===== src/rtl/dac_cmd_pkg.sv =====
package dac_cmd_pkg;
  localparam int FRAME_W = 24;
  localparam int CODE_W  = 16;
  localparam int N_CHAN  = 2;
  localparam int CNT_W   = $clog2(FRAME_W + 1);

  typedef enum logic [1:0] {
    PM_NORMAL   = 2'b00,
    PM_GND_LOW  = 2'b01,
    PM_GND_HIGH = 2'b10,
    PM_FLOAT    = 2'b11
  } pwr_mode_e;

  // Bit layout of a completed word, most significant field first.
  typedef struct packed {
    logic [1:0]        rsvd;
    logic              load_b;
    logic              load_a;
    logic              ignore;
    logic              sel_b;
    pwr_mode_e         mode;
    logic [CODE_W-1:0] code;
  } cmd_word_t;
endpackage


===== src/rtl/dac_rst_sync.sv =====
module dac_rst_sync #(
  parameter int STAGES = 2
) (
  input  logic clk,
  input  logic rst_n,
  output logic rst_sync_n
);
  logic [STAGES-1:0] chain_q;

  always_ff @(posedge clk or negedge rst_n) begin
    if (!rst_n) chain_q <= '0;
    else        chain_q <= {chain_q[STAGES-2:0], 1'b1};
  end

  assign rst_sync_n = chain_q[STAGES-1];
endmodule


===== src/rtl/dac_in_sync.sv =====
module dac_in_sync #(
  parameter int          W       = 3,
  parameter int          STAGES  = 2,
  parameter logic [W-1:0] RST_VAL = '0
) (
  input  logic         clk,
  input  logic         rst_n,
  input  logic [W-1:0] async_i,
  output logic [W-1:0] sync_o
);
  logic [W-1:0] stage_q [STAGES];

  generate
    for (genvar s = 0; s < STAGES; s++) begin : g_stage
      logic [W-1:0] stage_d;
      if (s == 0) begin : g_first
        assign stage_d = async_i;
      end else begin : g_next
        assign stage_d = stage_q[s-1];
      end
      always_ff @(posedge clk or negedge rst_n) begin
        if (!rst_n) stage_q[s] <= RST_VAL;
        else        stage_q[s] <= stage_d;
      end
    end
  endgenerate

  assign sync_o = stage_q[STAGES-1];
endmodule


===== src/rtl/dac_frame_shift.sv =====
module dac_frame_shift
  import dac_cmd_pkg::*;
(
  input  logic               clk,
  input  logic               rst_n,
  input  logic               sclk_s,
  input  logic               frame_n_s,
  input  logic               sdat_s,
  output logic [FRAME_W-1:0] word_o,
  output logic               done_o
);
  logic               sclk_prev_q;
  logic [FRAME_W-1:0] shreg_q, shreg_d;
  logic [CNT_W-1:0]   cnt_q, cnt_d;
  logic               done_q, done_d;
  logic               fall, active;

  assign active = !frame_n_s;
  assign fall   = sclk_prev_q && !sclk_s;

  always_comb begin
    shreg_d = shreg_q;
    cnt_d   = cnt_q;
    done_d  = 1'b0;
    if (!active) begin
      shreg_d = '0;
      cnt_d   = '0;
    end else if (fall && (cnt_q < CNT_W'(FRAME_W))) begin
      shreg_d = {shreg_q[FRAME_W-2:0], sdat_s};
      cnt_d   = cnt_q + 1'b1;
      done_d  = (cnt_q == CNT_W'(FRAME_W - 1));
    end
  end

  always_ff @(posedge clk or negedge rst_n) begin
    if (!rst_n) begin
      sclk_prev_q <= 1'b0;
      shreg_q     <= '0;
      cnt_q       <= '0;
      done_q      <= 1'b0;
    end else begin
      sclk_prev_q <= sclk_s;
      shreg_q     <= shreg_d;
      cnt_q       <= cnt_d;
      done_q      <= done_d;
    end
  end

  assign word_o = shreg_q;
  assign done_o = done_q;

  // a high frame-select empties the counter and blocks completion
  a_r7_abort_clears: assert property (@(posedge clk) disable iff (!rst_n)
    !active |=> (cnt_q == '0) && !done_q);
  // a full counter never wraps inside one frame
  a_r10_no_wrap: assert property (@(posedge clk) disable iff (!rst_n)
    (cnt_q == CNT_W'(FRAME_W)) |=> (cnt_q == CNT_W'(FRAME_W)) || (cnt_q == '0));
  // completion only with all bits received
  a_r2_done_full: assert property (@(posedge clk) disable iff (!rst_n)
    done_q |-> (cnt_q == CNT_W'(FRAME_W)));
endmodule


===== src/rtl/dac_chan_regs.sv =====
module dac_chan_regs
  import dac_cmd_pkg::*;
(
  input  logic              clk,
  input  logic              rst_n,
  input  logic              wr_en,
  input  logic [CODE_W-1:0] wr_code,
  input  pwr_mode_e         wr_mode,
  input  logic              ld_en,
  output logic [CODE_W-1:0] code_o,
  output pwr_mode_e         mode_o,
  output logic              upd_o
);
  logic [CODE_W-1:0] buf_code_q, buf_code_d, out_code_q, out_code_d;
  pwr_mode_e         buf_mode_q, buf_mode_d, out_mode_q, out_mode_d;
  logic              upd_q;

  always_comb begin
    buf_code_d = wr_en ? wr_code : buf_code_q;
    buf_mode_d = wr_en ? wr_mode : buf_mode_q;
    out_code_d = ld_en ? buf_code_d : out_code_q;
    out_mode_d = ld_en ? buf_mode_d : out_mode_q;
  end

  always_ff @(posedge clk or negedge rst_n) begin
    if (!rst_n) begin
      buf_code_q <= '0;
      buf_mode_q <= PM_NORMAL;
      out_code_q <= '0;
      out_mode_q <= PM_NORMAL;
      upd_q      <= 1'b0;
    end else begin
      if (wr_en) begin
        buf_code_q <= buf_code_d;
        buf_mode_q <= buf_mode_d;
      end
      if (ld_en) begin
        out_code_q <= out_code_d;
        out_mode_q <= out_mode_d;
      end
      upd_q <= ld_en;
    end
  end

  assign code_o = out_code_q;
  assign mode_o = out_mode_q;
  assign upd_o  = upd_q;

  // outputs only move in a cycle flagged by the update pulse
  a_r6_hold_without_load: assert property (@(posedge clk) disable iff (!rst_n)
    !upd_q |-> $stable(out_code_q) && $stable(out_mode_q));
  // load requests never arrive back to back, so pulses last one cycle
  a_r11_single_pulse: assert property (@(posedge clk) disable iff (!rst_n)
    upd_q |=> !upd_q);
endmodule


===== src/rtl/dac_cmd_frontend.sv =====
module dac_cmd_frontend
  import dac_cmd_pkg::*;
#(
  parameter int SYNC_STAGES = 2
) (
  input  logic        clk,
  input  logic        rst_n,
  input  logic        ser_clk_i,
  input  logic        frame_n_i,
  input  logic        ser_dat_i,
  output logic [15:0] code_a_o,
  output logic [15:0] code_b_o,
  output logic [1:0]  mode_a_o,
  output logic [1:0]  mode_b_o,
  output logic        upd_a_o,
  output logic        upd_b_o
);
  logic               rst_i_n;
  logic [2:0]         pins_s;
  logic [FRAME_W-1:0] word;
  logic               done;
  cmd_word_t          cmd;
  logic               valid;
  logic [N_CHAN-1:0]  wr_en, ld_en, upd;
  logic [CODE_W-1:0]  code_q [N_CHAN];
  pwr_mode_e          mode_q [N_CHAN];
  logic               unused_ignore_bit;

  dac_rst_sync #(.STAGES(2)) u_rst (
    .clk(clk), .rst_n(rst_n), .rst_sync_n(rst_i_n));

  // order: {serial clock, frame-select, data}; frame-select idles high
  dac_in_sync #(.W(3), .STAGES(SYNC_STAGES), .RST_VAL(3'b010)) u_sync (
    .clk(clk), .rst_n(rst_i_n),
    .async_i({ser_clk_i, frame_n_i, ser_dat_i}), .sync_o(pins_s));

  dac_frame_shift u_shift (
    .clk(clk), .rst_n(rst_i_n),
    .sclk_s(pins_s[2]), .frame_n_s(pins_s[1]), .sdat_s(pins_s[0]),
    .word_o(word), .done_o(done));

  assign cmd               = cmd_word_t'(word);
  assign valid             = done && (cmd.rsvd == 2'b00);
  assign unused_ignore_bit = cmd.ignore;

  always_comb begin
    wr_en[0] = valid && !cmd.sel_b;
    wr_en[1] = valid &&  cmd.sel_b;
    ld_en[0] = valid &&  cmd.load_a;
    ld_en[1] = valid &&  cmd.load_b;
  end

  generate
    for (genvar c = 0; c < N_CHAN; c++) begin : g_chan
      dac_chan_regs u_chan (
        .clk(clk), .rst_n(rst_i_n),
        .wr_en(wr_en[c]), .wr_code(cmd.code), .wr_mode(cmd.mode),
        .ld_en(ld_en[c]),
        .code_o(code_q[c]), .mode_o(mode_q[c]), .upd_o(upd[c]));
    end
  endgenerate

  assign code_a_o = code_q[0];
  assign code_b_o = code_q[1];
  assign mode_a_o = mode_q[0];
  assign mode_b_o = mode_q[1];
  assign upd_a_o  = upd[0];
  assign upd_b_o  = upd[1];

  // a completed word with a reserved bit set loads nothing
  a_r8_reserved_ignored: assert property (@(posedge clk) disable iff (!rst_i_n)
    (done && (cmd.rsvd != 2'b00)) |=> !upd_a_o && !upd_b_o);
  // a clean word with a load bit pulses that channel next cycle
  a_r4_load_a_follows: assert property (@(posedge clk) disable iff (!rst_i_n)
    (done && (cmd.rsvd == 2'b00) && cmd.load_a) |=> upd_a_o);
  a_r4_load_b_follows: assert property (@(posedge clk) disable iff (!rst_i_n)
    (done && (cmd.rsvd == 2'b00) && cmd.load_b) |=> upd_b_o);
endmodule


===== config.mk =====
export PLATFORM = sky130hd
export DESIGN_NAME = dac_cmd_frontend
export DESIGN_NICKNAME = d
export VERILOG_FILES = /design/src/rtl/dac_cmd_pkg.sv /design/src/rtl/dac_rst_sync.sv /design/src/rtl/dac_in_sync.sv /design/src/rtl/dac_frame_shift.sv /design/src/rtl/dac_chan_regs.sv /design/src/rtl/dac_cmd_frontend.sv
export SDC_FILE = /design/constraint.sdc
export NUM_CORES = 1
export LEC_CHECK = 0
export BUFFER_PORTS_ARGS = -buffer_cell sky130_fd_sc_hd__buf_2
export CORE_MARGIN = 5
export CORE_UTILIZATION = 63
export CTS_BUF_LIST = sky130_fd_sc_hd__clkbuf_16
export CTS_CLUSTER_DIAMETER = 60
export DETAILED_ROUTE_END_ITERATION = 8
export GPL_TIMING_DRIVEN = 0
export HOLD_SLACK_MARGIN = 0.06
export PLACE_DENSITY = 0.81
export SLEW_MARGIN = 10
export SYNTH_ARGS = -nofsm -noshare
export SYNTH_HDL_FRONTEND = slang
export SYNTH_SLANG_ARGS = --single-unit
export TNS_END_PERCENT = 30

===== constraint.sdc =====
create_clock -name clk -period 6.3 [get_ports clk]
set_input_delay 0.63 -clock clk [delete_from_list [all_inputs] [get_ports clk]]
set_output_delay 0.63 -clock clk [all_outputs]
set_load 0.1 [all_outputs]

==> impl_results.md <==
* Largest net degree at the start of global routing at 53
* First-pass GRT wire length at 16.6 mm
* Max Cap Viol at 0
* Root Driver: clkbuf_16
* Area Growth Syn to Fin at 20.5%
* Final Setup Violations at 0
* Register area share after synthesis at 0.613
* Slew of the pin with the lowest slew margin at 0.673 ns
* Clock Latency Late Sink at 0.40 ns
* Initial Utilization at 0.640
* Layout Nets at 457
* Max Fanout on Critical Path at 10
* Period utilisation layout at 0.296
* Pwr dens at 296 nW/um2
* RR Startpoint: u_shift.word_o[18]
* Clock Pin Slew Worst Setup and Hold Paths at 0.05 ns
* Ys async rst share at 1.00
* Crit-path most repeated cell: buf_6
* Worst Setup SP: u_shift.word_o[18]
* CTS Buf Count at 17
* IO Port Bufs at 42
* Post-Route WL at 10.0 mm
* Number of global-route vias before repair at roughly 3300
* Core area at 7210 um2
* Leak pwr at 2.62 nW
* CTS max path bufs at 2
* Post-DP HPWL at 6.21 mm
* RSZ-0062 raised after global routing: false
* Setup Fix Bufs, Post-CTS at 0
* First-pass iteration count of the detailed router at 7
* Die area at 9150 um2
* Top cell type's share of synthesized area at 0.601
* N_diodes at 0
* Initial antenna violation count at 0
* Req. time, crit path at 6.58 ns
* Relative slew margins at 0.549
* Synthesized flop and latch total at 113
* Synth area leader: dfrtp_1
* Hold WS at 0.216 ns
* FF-to-FF setup slack at 4.44 ns
* Reg2Reg Depth at 4
* Die H at roughly 96 um
* Final TNS setup at 0 ns
* Detailed Route Iter0 Violations at 301
* Final RePlAce weighted congestion at 0.791
* Min cycle time layout at roughly 1.9 ns
* Ys flop type: dfrtp_1
* Cells after Synth at 387
* H-tree Lvls at 4
* Reg-to-reg endpoint: g_chan[0].u_chan.buf_code_q[6]
* CP Capture Type: flop
* CTS tree: done
* Status: finished, final reports clean
* Synthesized cell area at 4620 um2
* Post-synth top cells: dfrtp_1 (111), a21oi_1 (63), nor2_1 (38), mux2_2 (37), mux2i_1 (36)
* Ranking of synthesized cells by area: dfrtp_1 (60%), mux2_2 (9.0%), mux2i_1 (7.8%), a21oi_1 (6.8%), nor2_1 (3.1%)
* CP startpoint kind: flop
* VDD IR-drop max at 277 uV
* CP arrival at 2.15 ns
* Most common cell in the netlist: dfrtp_1
* Post-synth cell types at 25
* Clock Skews at 0.00795 ns
* WP buf/inv at 2
* Share of layout cells above drive strength 1 at 0.278
* Post_cts resized at 0
* Slowest stage delay, CP at around 0.63 ns
* Wire per inst at between 15 and 20 um
* DR vias at 3284
* CP max-delay cell: nor4b_4
* Antenna-violating nets left at 0
* Drt drc at 0
* Max frequency at 536 MHz
* Clk sink count at 113
* Max-slew violations at 0
* GRT Total Usage at 0.245
* Hold Fails Final Rpt at 0
* Number of flops mapped to enable cells by yosys at 0
* Yosys Warn Count at 0
* # IOs at 43
* Num rows at 31
* Post-Syn Area per Cell at 11.9 um2
* Synthesized Nets at just under 400
* Via-to-Cell Ratio at roughly 6
* Crit path cell chain: buf_6 > nor4b_4 > buf_6 > mux2_2
* Die W at between 90 and 100 um
* Hold Path Class: reg2async
* Critical Setup Path Class: reg2reg
* Top Family by Delay on Critical Path: simple AND/OR/NAND/NOR gates
* Global route total overflow at 0
* Fillers at about 430
## routing by layer
metal	share of wire	global-route usage	vias to the layer above
li1	-	-	1494
met1	0.42	0.320	1640
met2	0.50	0.382	132
met3	0.057	0.0734	18
met4	0.015	0.102	0
met5	0	0	-
## where the power goes
part	total (mW)	switching, mW	internal [mW]
sequential	0.737	0.00515	0.732
combinational	0.0289	0.0216	0.00727
clock	0.884	0.315	0.569
## placed cells by master, fill, tap and decap left out, types with 6 or more instances in the layout
| cell | synthesis | final |
|---|---|---|
| nand3_1 | 28 | 28 |
| mux2_2 | 37 | 37 |
| clkinv_2 | 0 | 6 |
| nor2_1 | 38 | 38 |
| o21ai_0 | 26 | 26 |
| buf_2 | 13 | 55 |
| mux2i_1 | 36 | 36 |
| clkbuf_1 | 12 | 12 |
| clkbuf_16 | 0 | 17 |
| dfrtp_1 | 111 | 110 |
| a21oi_1 | 63 | 63 |
## worst max path at each step
stage,to,slack [ns],cells after the start
floorplan,g_chan[0].u_chan.buf_code_q[0],2.92,0
global placement,g_chan[1].u_chan.code_o[0],1.85,0
detailed placement,g_chan[0].u_chan.buf_code_q[12],4.46,4
CTS,g_chan[0].u_chan.buf_code_q[6],4.42,4
global route,g_chan[0].u_chan.buf_code_q[6],4.38,4
finish,g_chan[0].u_chan.buf_code_q[6],4.44,4
## stage by stage
stage	utilization	setup WS, ns	power (mW)	cells	area, um2
global route	0.772	4.38	1.70	563	5570
finish	0.772	4.44	1.65	563	5570
detailed placement	0.694	4.46	0.778	530	5000
floorplan	-	2.92	0.764	387	4620
global placement	0.687	1.85	0.772	528	4950
CTS	0.772	4.42	1.66	563	5570
## repair_timing
action | in CTS | in global routing
hold endpoints to repair | 2 | 0
endpoints found under the setup margin | 0 | 0
hold buffers | 1 | 0
## final cells by class
| class | count | area, um2 | share of cell area |
|---|---|---|---|
| sequential | 113 | 2830 | 0.509 |
| timing repair buffer | 45 | 268 | 0.0481 |
| clock inverter | 15 | 128 | 0.0229 |
| buffer | 30 | 148 | 0.0265 |
| tap | 99 | 124 | 0.0222 |
| clock buffer | 17 | 425 | 0.0764 |
| multi-input combinational | 244 | 1640 | 0.295 |
## cells by family (layout without fill, tap and decap cells)
family                   after synthesis  after routing  share of synthesized area
other                                  1              1                   0.000812
adder cells (fa/ha/maj)                1              1                    0.00271
flip-flops                           113            113                      0.613
AND/OR/NAND/NOR                       78             78                     0.0837
buffers and inverters                 30            107                     0.0320
AO/OA/AOI/OAI                         91             91                     0.0999
multiplexers                          73             73                      0.168
## flip-flops by register name, summed over array words and instances, names as in the netlist
| register | flops |
|---|---|
| u_sync.g_stage.stage_d | 3 |
| u_shift.word_o | 24 |
| g_chan.u_chan.buf_mode_q | 4 |
| u_sync.sync_o | 3 |
| g_chan.u_chan.buf_code_q | 32 |
| u_shift.done_o | 1 |
| g_chan.u_chan.code_o | 32 |
| u_shift.cnt_q | 5 |
| u_rst.chain_q | 2 |
| g_chan.u_chan.mode_o | 4 |
| u_shift.sclk_prev_q | 1 |
| g_chan.u_chan.upd_o | 2 |
No activity file was read; power rests on OpenSTA's default activity.
